**config.mk**
```make
export PLATFORM = sky130hd
export DESIGN_NAME = opres_resolver
export DESIGN_NICKNAME = d
export VERILOG_FILES = /design/src/rtl/opres_pkg.sv /design/src/rtl/opres_decode.sv /design/src/rtl/opres_fsm.sv /design/src/rtl/opres_opmux.sv /design/src/rtl/opres_resolver.sv
export SDC_FILE = /design/constraint.sdc
export NUM_CORES = 1
export LEC_CHECK = 0
export ABC_AREA = 0
export BUFFER_PORTS_ARGS = -buffer_cell sky130_fd_sc_hd__buf_4
export CAP_MARGIN = 0
export CORE_MARGIN = 4
export CORE_UTILIZATION = 44
export DETAILED_ROUTE_END_ITERATION = 12
export PLACE_DENSITY = 0.89
export SLEW_MARGIN = 20
export SYNTH_ARGS = -nofsm -noshare
export SYNTH_HDL_FRONTEND = slang
export SYNTH_HIERARCHICAL = 1
export SYNTH_SLANG_ARGS = --single-unit
```
**constraint.sdc**
```tcl
create_clock -name clk -period 2.6 [get_ports clk]
set_input_delay 0.26 -clock clk [delete_from_list [all_inputs] [get_ports clk]]
set_output_delay 0.26 -clock clk [all_outputs]
set_load 0.02 [all_outputs]
```
**src/rtl/opres_pkg.sv**
```systemverilog
package opres_pkg;

    typedef enum logic [2:0] {
        M_IMM  = 3'd0,
        M_DIR  = 3'd1,
        M_REG  = 3'd2,
        M_MIND = 3'd3,
        M_RIND = 3'd4,
        M_IDX  = 3'd5,
        M_BASE = 3'd6,
        M_RSVD = 3'd7
    } amode_e;

    typedef enum logic [1:0] {
        ST_IDLE,
        ST_FETCH,
        ST_PTR,
        ST_DEREF
    } ostate_e;

    // number of memory reads a mode needs
    typedef enum logic [1:0] {
        K_NOW,
        K_ONE,
        K_TWO
    } kind_e;

    typedef enum logic [1:0] {
        SRC_NONE,
        SRC_FIELD,
        SRC_REG,
        SRC_MEM
    } opsrc_e;

endpackage

```
**src/rtl/opres_decode.sv**
```systemverilog
module opres_decode
    import opres_pkg::*;
#(
    parameter int ADDR_W = 10
) (
    input  amode_e              mode,
    input  logic [ADDR_W-1:0]   field,
    input  logic [ADDR_W-1:0]   reg_lo,
    output kind_e               kind,
    output opsrc_e              src_now,
    output logic [ADDR_W-1:0]   first_addr
);

    logic [ADDR_W-1:0] sum_addr;

    // modulo 2**ADDR_W by truncation
    assign sum_addr = field + reg_lo;

    always_comb begin
        kind       = K_NOW;
        src_now    = SRC_NONE;
        first_addr = field;
        unique case (mode)
            M_IMM, M_RSVD: begin
                kind    = K_NOW;
                src_now = SRC_FIELD;
            end
            M_REG: begin
                kind    = K_NOW;
                src_now = SRC_REG;
            end
            M_DIR: begin
                kind       = K_ONE;
                first_addr = field;
            end
            M_MIND: begin
                kind       = K_TWO;
                first_addr = field;
            end
            M_RIND: begin
                kind       = K_ONE;
                first_addr = reg_lo;
            end
            M_IDX, M_BASE: begin
                kind       = K_ONE;
                first_addr = sum_addr;
            end
        endcase
    end

endmodule

```
**src/rtl/opres_fsm.sv**
```systemverilog
module opres_fsm
    import opres_pkg::*;
#(
    parameter int ADDR_W = 10
) (
    input  logic              clk,
    input  logic              rst_n,
    input  logic              req,
    input  kind_e             kind,
    input  opsrc_e            src_now,
    input  logic [ADDR_W-1:0] first_addr,
    input  logic [ADDR_W-1:0] ptr_word,
    output logic              ready,
    output logic              done,
    output logic              mem_rd,
    output logic [ADDR_W-1:0] mem_addr,
    output opsrc_e            src
);

    ostate_e state_q, state_d;

    always_comb begin
        state_d = state_q;
        unique case (state_q)
            ST_IDLE: begin
                if (req && kind == K_ONE)      state_d = ST_FETCH;
                else if (req && kind == K_TWO) state_d = ST_PTR;
            end
            ST_FETCH: state_d = ST_IDLE;
            ST_PTR:   state_d = ST_DEREF;
            ST_DEREF: state_d = ST_IDLE;
        endcase
    end

    always_ff @(posedge clk or negedge rst_n) begin
        if (!rst_n) state_q <= ST_IDLE;
        else        state_q <= state_d;
    end

    always_comb begin
        ready    = 1'b0;
        done     = 1'b0;
        mem_rd   = 1'b0;
        mem_addr = first_addr;
        src      = SRC_NONE;
        unique case (state_q)
            ST_IDLE: begin
                ready = 1'b1;
                if (req) begin
                    if (kind == K_NOW) begin
                        done = 1'b1;
                        src  = src_now;
                    end else begin
                        mem_rd = 1'b1;
                    end
                end
            end
            ST_FETCH, ST_DEREF: begin
                done = 1'b1;
                src  = SRC_MEM;
            end
            ST_PTR: begin
                mem_rd   = 1'b1;
                mem_addr = ptr_word;
            end
        endcase
    end

endmodule

```
**src/rtl/opres_opmux.sv**
```systemverilog
module opres_opmux
    import opres_pkg::*;
#(
    parameter int ADDR_W = 10,
    parameter int DATA_W = 16
) (
    input  opsrc_e            src,
    input  logic [ADDR_W-1:0] field,
    input  logic [DATA_W-1:0] reg_data,
    input  logic [DATA_W-1:0] mem_data,
    output logic [DATA_W-1:0] operand
);

    always_comb begin
        unique case (src)
            SRC_FIELD: operand = DATA_W'(field);
            SRC_REG:   operand = reg_data;
            SRC_MEM:   operand = mem_data;
            SRC_NONE:  operand = '0;
        endcase
    end

endmodule

```
**src/rtl/opres_resolver.sv**
```systemverilog
module opres_resolver
    import opres_pkg::*;
#(
    parameter int ADDR_W = 10,
    parameter int DATA_W = 16,
    parameter int RSEL_W = 4
) (
    input  logic              clk,
    input  logic              rst_n,
    input  logic              req_i,
    input  logic [2:0]        mode_i,
    input  logic [ADDR_W-1:0] field_i,
    input  logic [RSEL_W-1:0] rsel_i,
    output logic              ready_o,
    output logic              done_o,
    output logic [DATA_W-1:0] operand_o,
    output logic [RSEL_W-1:0] rf_sel_o,
    input  logic [DATA_W-1:0] rf_data_i,
    output logic              mem_rd_o,
    output logic [ADDR_W-1:0] mem_addr_o,
    input  logic [DATA_W-1:0] mem_rdata_i
);

    kind_e             kind;
    opsrc_e            src_now;
    opsrc_e            src;
    logic [ADDR_W-1:0] first_addr;
    amode_e            mode;

    assign mode     = amode_e'(mode_i);
    assign rf_sel_o = rsel_i;

    opres_decode #(.ADDR_W(ADDR_W)) u_dec (
        .mode       (mode),
        .field      (field_i),
        .reg_lo     (rf_data_i[ADDR_W-1:0]),
        .kind       (kind),
        .src_now    (src_now),
        .first_addr (first_addr)
    );

    opres_fsm #(.ADDR_W(ADDR_W)) u_fsm (
        .clk        (clk),
        .rst_n      (rst_n),
        .req        (req_i),
        .kind       (kind),
        .src_now    (src_now),
        .first_addr (first_addr),
        .ptr_word   (mem_rdata_i[ADDR_W-1:0]),
        .ready      (ready_o),
        .done       (done_o),
        .mem_rd     (mem_rd_o),
        .mem_addr   (mem_addr_o),
        .src        (src)
    );

    opres_opmux #(.ADDR_W(ADDR_W), .DATA_W(DATA_W)) u_mux (
        .src      (src),
        .field    (field_i),
        .reg_data (rf_data_i),
        .mem_data (mem_rdata_i),
        .operand  (operand_o)
    );

endmodule

```
* After elaboration in Yosys (flattened, before gate mapping) *
Index checks and enable logic that the tools add are counted.
W data, S select, Z words.

word-level totals
  bits in registers = 2
  input port bits = 52
  output and inout bits = 33
  word-level logic and storage cells = 47

cells by class
  add/subtract/negate cells = 1
  eq/ne operators = 16
  multiplexer cells = 18
  reductions and logical operators = 11

operator list
  cell                  number
  $pmux W16 S4          1
  $pmux W10 S2          1
  $eq A3 B3 Y1 const B  4
  $pmux W2 S3           2
  $add A10 B10 Y10      1
  $eq A2 B2 Y1 const B  5
  $mux W10              1
  $mux W2               4
  $pmux W2 S2           2
  $eq A2 B1 Y1 const B  3
  $eq A3 B2 Y1 const B  2
  $logic_not A2 Y1      3
  $reduce_or A2 Y1      3
  $mux W1               5
  $pmux W1 S2           2
  $reduce_or A4 Y1      1
  $eq A3 B1 Y1 const B  1
  $logic_not A3 Y1      1
  $ne A3 B1 Y1 const B  1
  $reduce_or A3 Y1      1
  $logic_and A1 B1 Y1   2

* Depth between registers and ports, before layout *
Gate-level depths: netlist of the first run.

  word-level depth = 9
  gate-level depth with buffers = 9
  mapped depth without buffers = 9

* Modules after synthesis *
Netlist of the first run, hierarchy kept.

by module, submodules not included
  module          times used  cells each  area an instance (sq um)  seq. area each (sq um)
  opres_decode    1           103         694.4                     0.0
  opres_opmux     1           38          360.3                     0.0
  opres_fsm       1           26          301.5                     50.0
  opres_resolver  1           4           30.0                      0.0

* Worst setup path before layout of the first run *
OpenSTA, ideal clock, no wires.

  path type = input to output
  from = in mode_i[1]
  to = out operand_o[0]
  data arrival time = 1,965 ps
  required time = 2,340 ps
  slack = 375 ps
  cell stages on the path = 8
  buffers on the path = 3
  cell sequence = clkbuf_1 > nor3b_1 > nor4b_2 > a21o_2 > buf_6 > buf_8 > mux2_4 > a22o_1

on the way
  cells in the longest elaborated chain, start to end = 9
  elaborated cells on any way between the ends = 22
  those cells by class = eq/ne: 10; mux: 6; reduce/logical: 6

RTL lines
  element                                                                RTL line              source
  from (decl)                                                            opres_resolver.sv:11  input logic [2:0] mode_i,
  $eq A3 B1 Y1, or another cell as far along                             opres_decode.sv:23    unique case (mode)
  $reduce_or A4 Y1 (no source line) or $reduce_or A3 Y1 (tied branches)  --
  $pmux W2 S3 *                                                          opres_decode.sv:23
  via kind[1]                                                            opres_resolver.sv:24  kind_e kind;
  $logic_not A2 Y1 *                                                     opres_fsm.sv:50       if (kind == K_NOW) begin
  $mux W2 *                                                              opres_fsm.sv:50
  $mux W2 *                                                              opres_fsm.sv:49       if (req) begin
  $pmux W2 S2 *                                                          opres_fsm.sv:46       unique case (state_q)
  via src[1]                                                             opres_resolver.sv:26  opsrc_e src;
  $eq A2 B2 Y1, or another cell as far along                             opres_opmux.sv:15     unique case (src)
  $pmux W16 S4 *                                                         opres_opmux.sv:15
  to (decl)                                                              opres_resolver.sv:16  output logic [DATA_W-1:0] operand_o,

The timed path passes the listed nets; every way through them passes the cells marked *.

* Worst setup path after layout of the first run *
  from = in field_i[1]
  to = out mem_addr_o[7]

on the way
  cells in the longest elaborated chain, start to end = 3

RTL lines
  element            RTL line              source
  from (decl)        opres_resolver.sv:12  input logic [ADDR_W-1:0] field_i,
  $add A10 B10 Y10   opres_decode.sv:17    assign sum_addr = field + reg_lo;
  $pmux W10 S2       opres_decode.sv:23
  via first_addr[7]  opres_resolver.sv:27  logic [ADDR_W-1:0] first_addr;
  $mux W10           opres_fsm.sv:46
  to (decl)          opres_resolver.sv:20  output logic [ADDR_W-1:0] mem_addr_o,

The timed path passes the listed nets, and every way through them passes these cells.

==> results of run 1 <==
## cell families (layout without fill, tap and decap cells)
group / after synthesis / count (layout)
AOI/OAI and AO/OA: 62 / 62
and+or+nand+nor: 45 / 45
muxes: 26 / 26
buffers and inverters: 20 / 97
adders and majority gates: 10 / 10
xor gates and xnor gates: 6 / 6
DFF: 2 / 2
## how the worst max path moves through the flow
| stage | start | end | slack (ns) | cells past startpoint |
|---|---|---|---|---|
| after floorplan | mode_i[1] | operand_o[0] | 0.37 | 8 |
| after global placement | field_i[1] | mem_addr_o[7] | 0.09 | 9 |
| after detailed placement | field_i[1] | mem_addr_o[7] | 0.06 | 9 |
| after CTS | field_i[1] | mem_addr_o[7] | 0.06 | 9 |
| after global routing | mode_i[0] | operand_o[6] | 0.01 | 11 |
| final | field_i[1] | mem_addr_o[7] | 0.09 | 9 |
## worst max-delay path, delay by kind of cell
kind | cells | cell delay (ns)
mux | 1 | 0.27
simple gates | 2 | 0.57
fa+ha+maj | 1 | 0.34
compound gates | 3 | 0.54
buf+inv | 2 | 0.28
## layout by cell type (no fill, tap or decap), types with 2 or more instances in the layout
| cell | instances |
|---|---|
| ha_1 | 8 |
| a211oi_1 | 2 |
| a22oi_1 | 5 |
| nand3b_1 | 2 |
| o22ai_1 | 4 |
| a22o_1 | 11 |
| a221o_1 | 2 |
| xnor2_1 | 2 |
| nor2_1 | 8 |
| a21oi_1 | 12 |
| o21a_1 | 3 |
| nand3_1 | 3 |
| o21ai_0 | 12 |
| dfrtp_1 | 2 |
| mux2i_1 | 6 |
| inv_1 | 7 |
| nor2b_1 | 8 |
| xor2_1 | 4 |
| nor3_1 | 4 |
| nand2_1 | 10 |
| buf_4 | 85 |
| nor3b_1 | 2 |
| o21ai_1 | 2 |
| mux2_4 | 14 |
| clkbuf_4 | 3 |
| a21o_2 | 2 |
| mux2_2 | 6 |
## final cells by class
class,instances,share of cell area (%)
Timing Repair Buffer,87,32.7
Clock buffer,3,1.10
Inverter,7,1.29
Tap cell,44,2.70
Multi-Input combinational cell,149,59.7
Sequential cell,2,2.45
## metrics by stage
step | hold slack, ns | setup slack (ns)
floorplan | -0.0356 | 0.375
global placement | 0.0417 | 0.0890
detailed placement | 0.0434 | 0.0647
CTS | 0.335 | 0.0609
global route | 0.366 | 0.0147
finish | 0.338 | 0.0911
## metal layers
layer / vias up / global-route usage [%]
met1: 763 / 25.8
met4: 0 / 4.49
met2: 67 / 36.1
met5: - / 0
met3: 2 / 3.16
li1: 797 / -
## timing repair
action                                  4_1_cts  5_1_grt
resized for setup                             0        2
hold buffers                                  1        0
endpoints found under the hold margin         2        0
endpoints found under the setup margin        0       12
buffers inserted                              0        2
## report_power, final
part,switching [uW],internal [uW],total (uW),leakage [uW]
logic,381,400,781,0.000949
clock network,19.0,51.1,70.1,0.0000138
registers,9.65,37.0,46.6,0.0000265
total,410,488,898,0.000989
==> impl_metrics.py, run 1 <==
metrics = {
    "power": {
        "power_uw": 898,
        "peakVddDrop_mv": 0.196,
        "power_density_nw_per_um2": 440,
        "leakage_uw": 0.000989,
    },
    "synthesis": {
        "synth_seq_cells": 2,
        "async_flop_share_pct": 100,
        "synth_flop_cell": "dfrtp_1",
        "synth.area.top_cells": "mux2_4 (15%), ha_1 (8.1%), a22o_1 (6.9%)",
        "yosysTopAreaCell": "mux2_4",
        "yosys_warnings": 6,
        "synth_cells": 171,
        "synth_compound_area_share_pct": 31.5,
        "syn_avg_cell_area_sq_um": 8.11,
        "syn_nets": 233,
        "synth_top_family_by_area": "compound AO/OA/AOI/OAI gates",
        "synth_cell_type_count": 46,
        "netlist_top_cells_count": "mux2_4 (14), o21ai_0 (13), a21oi_1 (12)",
        "yosys.area_share.xor_xnor_pct": 3.79,
        "synth-adder-area-share_pct": 9.57,
        "synth.area.mux_share_pct": 24.4,
        "yosysSeqAreaShare_pct": 3.61,
        "synth_edf_count": 0,
        "post-synth-top-count-cell": "mux2_4",
        "synth_top_area_share_pct": 15.2,
        "synth-simple-area-share_pct": 18.5,
        "synth_area_sq_um": 1390,
    },
    "cells_and_area": {
        "post-route-util_pct": 67.4,
        "fin_cells": 292,
        "fin_nets": 312,
        "fill_cells": 271,
        "reg.largest.list": "u_fsm/state_q x2",
        "syn_to_final_growth_pct": 47.2,
        "drive_above_1_share_pct": 48.4,
        "max_flop_register": "u_fsm/state_q",
        "fin_area_sq_um": 2040,
        "regArea_sq_um": 50.0,
        "multi_input_area_sq_um": 1220,
        "largest_reg_flops": 2,
        "antenna_cells": 0,
    },
    "routing": {
        "vias": 1629,
        "drt-total-wl_mm": 4.43,
        "drt_pass1_iterations": 4,
        "wire_per_inst_um": 15.2,
        "wl_met1_mm": 1.81,
        "initialDrtViolationCount": 60,
        "antenna_left": 0,
        "met3RoutedLength_um": 363,
        "maxUsedRoutingLayer": "met4",
        "drcViolationCount": 0,
        "via_per_inst": 5.58,
        "met2_length_mm": 2.24,
    },
    "clocking": {
        "insertion_delay_ns": 0.22,
        "cts-buffers-inserted": 3,
        "root_buffer": "clkbuf_4",
        "clkSlewWorstSetupHoldPaths_ns": 0.03,
        "cts.path.max_buffers": 2,
        "cts_tree": "yes",
        "htree_levels": 1,
        "cts_sinks": 2,
    },
    "worst_hold_path": {
        "hp-class": "input port to register",
        "whs_endpoint": "u_fsm/state_q[1]",
        "hold_depth": 3,
        "hp-start": "req_i",
    },
    "placement": {
        "gp_congestion": 0.903,
        "dp.cells": 286,
        "dp_hpwl_mm": 3.55,
        "placed_cell_area_sq_um": 1990,
        "port_buffers": 76,
    },
    "grt": {
        "grt_pass1_wl_mm": 6.89,
        "track_usage_pct": 20.4,
        "grt_max_degree": 15,
        "grt_overflow": 0,
        "grt_pass1_vias": 1569,
        "antenna_found_initial": 0,
    },
    "floorplan": {
        "die_h_um": 64.1,
        "start_util_pct": 45.8,
        "io_pins": 85,
        "die_w_um": 64.1,
        "row_count": 20,
        "dieArea_sq_um": 4110,
        "core-area_sq_um": 3030,
    },
    "timing": {
        "max_freq_ghz": 0.399,
        "finalSetupViolations": 0,
        "rsz0062_at_grt": "no",
        "maxSlewViolCount": 0,
        "worst_pin_slew_ns": 0.584,
        "maxSlewHeadroom_pct": 60.9,
        "fin_skew_ns": 0.000657,
        "final.min_clock_period_ns": 2.51,
        "finalSetupTns_ns": 0,
        "period_share_pct": 96.5,
        "final_hold_viol_count": 0,
    },
    "critical_path": {
        "endpoint_kind": "primary output",
        "timing.rr.start": "u_fsm/state_q[1]",
        "start_kind": "input port",
        "worstPathRequired_ns": 2.34,
        "crit_path_top_delay_cell": "or4b_4",
        "rr_worst_depth": 2,
        "critical_path_class": "input port to primary output",
        "regToRegEndpoint": "u_fsm/state_q[0]",
        "path_cells": "buf_4, ha_1, a211oi_4, nor2_2, or4b_4, a21oi_1, o31ai_2, mux2_4, buf_4",
        "crit_arrival_ns": 2.25,
        "reg2reg_slack_ns": 1.89,
        "crit_path_max_incr_delay_ns": 0.49,
        "critPathMaxFanout": 4,
        "cpMostUsedCell": "buf_4",
    },
    "run": {
        "cap_violations": 0,
    },
    "run_status": {
        "status": "finished clean",
    },
}
Power figures use the tool's default switching activity.
==> inputs of run 2 (changes only) <==
--- a/config.mk
+++ b/config.mk
@@ -9,9 +9,9 @@
 export BUFFER_PORTS_ARGS = -buffer_cell sky130_fd_sc_hd__buf_4
 export CAP_MARGIN = 0
 export CORE_MARGIN = 4
-export CORE_UTILIZATION = 44
+export CORE_UTILIZATION = 23
 export DETAILED_ROUTE_END_ITERATION = 12
-export PLACE_DENSITY = 0.89
+export PLACE_DENSITY = 0.46
 export SLEW_MARGIN = 20
 export SYNTH_ARGS = -nofsm -noshare
 export SYNTH_HDL_FRONTEND = slang
==> run 2 against run 1 <==
Via count decreased by 2.2%. Final area increased by 4.0%. Final cell count increased by 11%. Critical endpoint unchanged. Largest power group unchanged.
==> impl_metrics.py, run 2 (synthesis gave the netlist of run 1 again) <==
metrics = {
    "run_status": {
        "status": "finished clean",
    },
    "routing": {
        "vias": 1593,
        "antenna_left": 0,
        "drcViolationCount": 0,
        "initialDrtViolationCount": 84,
        "drt_pass1_iterations": 4,
        "via_per_inst": 4.90,
        "drt-total-wl_mm": 4.76,
        "wire_per_inst_um": 14.6,
    },
    "critical_path": {
        "worstPathRequired_ns": 2.34,
        "critPathMaxFanout": 4,
        "start_kind": "input port",
        "crit_arrival_ns": 2.25,
        "endpoint_kind": "primary output",
        "critical_path_class": "input port to primary output",
    },
    "cells_and_area": {
        "syn_to_final_growth_pct": 53.2,
        "fin_cells": 325,
        "final_cell_mix": "buf_4 (86), mux2_4 (14), o21ai_0 (12), a21oi_1 (12), a22o_1 (11)",
        "largest_reg_flops": 2,
        "antenna_cells": 0,
        "mostFrequentLayoutCell": "buf_4",
        "fin_area_sq_um": 2120,
        "post-route-util_pct": 36.1,
        "reg.largest.list": "u_fsm/state_q x2",
        "max_flop_register": "u_fsm/state_q",
        "fin_nets": 314,
        "drive_above_1_share_pct": 48.4,
    },
    "grt": {
        "grt_overflow": 0,
        "antenna_found_initial": 0,
        "grt_max_degree": 14,
        "grt_pass1_vias": 1521,
        "grt_pass1_wl_mm": 7.47,
        "track_usage_pct": 12.3,
    },
    "clocking": {
        "cts-buffers-inserted": 3,
        "cts_sinks": 2,
        "htree_levels": 1,
        "cts.path.max_buffers": 2,
        "insertion_delay_ns": 0.21,
        "cts_tree": "yes",
        "clkSlewWorstSetupHoldPaths_ns": 0.03,
        "root_buffer": "clkbuf_8",
    },
    "power": {
        "p_seq_share_pct": 4.9,
        "leakage_uw": 0.00101,
        "switching_share_pct": 43.3,
        "power_density_nw_per_um2": 455,
        "clkPwrFrac_pct": 12.7,
        "p_int_uw": 547,
        "combPwrFrac_pct": 82.4,
        "p_switching_uw": 418,
        "peakVddDrop_mv": 0.248,
    },
    "timing": {
        "finalSetupViolations": 0,
        "max_freq_ghz": 0.398,
        "maxSlewViolCount": 0,
        "fin_skew_ns": 0.00122,
        "final_hold_viol_count": 0,
        "maxSlewHeadroom_pct": 70.2,
        "worst_pin_slew_ns": 0.445,
        "final.min_clock_period_ns": 2.51,
        "period_share_pct": 96.6,
    },
    "worst_hold_path": {
        "hp-class": "input port to register",
    },
    "floorplan": {
        "die_w_um": 85.6,
        "start_util_pct": 23.6,
        "io_pins": 85,
        "die_h_um": 85.6,
        "core-area_sq_um": 5890,
        "dieArea_sq_um": 7330,
        "row_count": 28,
    },
    "run": {
        "cap_violations": 0,
    },
    "placement": {
        "placed_cell_area_sq_um": 2050,
        "port_buffers": 76,
        "gp_congestion": 0.834,
        "dp_hpwl_mm": 3.90,
        "dp.cells": 318,
    },
}
[run 2: changes by cell type in the layout (fill, tap and decap cells not counted), sizes merged]
cell,before,now
buf,86,88
[run 2: final timing paths]
check                            startpoint          endpoint  slack [ns]  depth (start not counted)
max in group asynchronous             rst_n  u_fsm/state_q[0]        2.13                          2
setup / recovery                 field_i[1]     mem_addr_o[7]        0.09                          9
min in group asynchronous             rst_n  u_fsm/state_q[1]        0.38                          2
hold reg to reg            u_fsm/state_q[0]  u_fsm/state_q[1]        0.58                          1
hold / removal                        req_i  u_fsm/state_q[0]        0.35                          3
setup reg to reg           u_fsm/state_q[1]  u_fsm/state_q[0]        1.89                          2
[run 2: routing by layer]
layer	routed length [um]	up-vias	track usage [%]
li1	-	803	-
met2	2220	53	20.8
met3	333	2	2.31
met5	0	-	0
met4	9	0	1.44
met1	2190	735	16.8
[run 2: layout make-up]
class                           instances  area [sq um]
Timing Repair Buffer                   89           696
Clock buffer                            3          41.3
Multi-Input combinational cell        149          1220
Sequential cell                         2          50.0
Tap cell                               75          93.8
Inverter                                7          26.3
Fill cell                             644          3760
[run 2: power groups by stage]
stage / Clock (uW) / Combinational (uW) / Sequential (uW)
finish: 123 / 795 / 47.3
detailed placement: 0 / 794 / 47.6
floorplan: 0 / 507 / 44.7
global route: 133 / 857 / 48.6
global placement: 0 / 794 / 47.1
CTS: 128 / 797 / 47.2
[run 2: timing repair]
action                                 CTS  global route
setup endpoints to repair                0            11
buffers inserted                         0             3
endpoints found under the hold margin    2             0
resized for setup                        0             1
hold buffers                             1             0
[run 2: per-stage QoR]
stage	TNS [ns]	total power, uW	hold slack [ns]	setup slack (ns)
2_1_floorplan	0	552	-0.0356	0.375
3_3_place_gp	0	841	0.0440	0.0572
3_5_place_dp	0	841	0.0436	0.0440
4_1_cts	0	972	0.348	0.0444
5_1_grt	-0.00451	1040	0.360	-0.00451
6_report	0	966	0.348	0.0897
[run 2: worst max-delay path, cell delays in order]
cell      delay (ns)
buf_4           0.12
ha_1            0.33
a211oi_4        0.27
nor2_2          0.08
or4b_4          0.49
a21oi_1         0.19
o31ai_2         0.08
mux2_4          0.27
buf_4           0.15
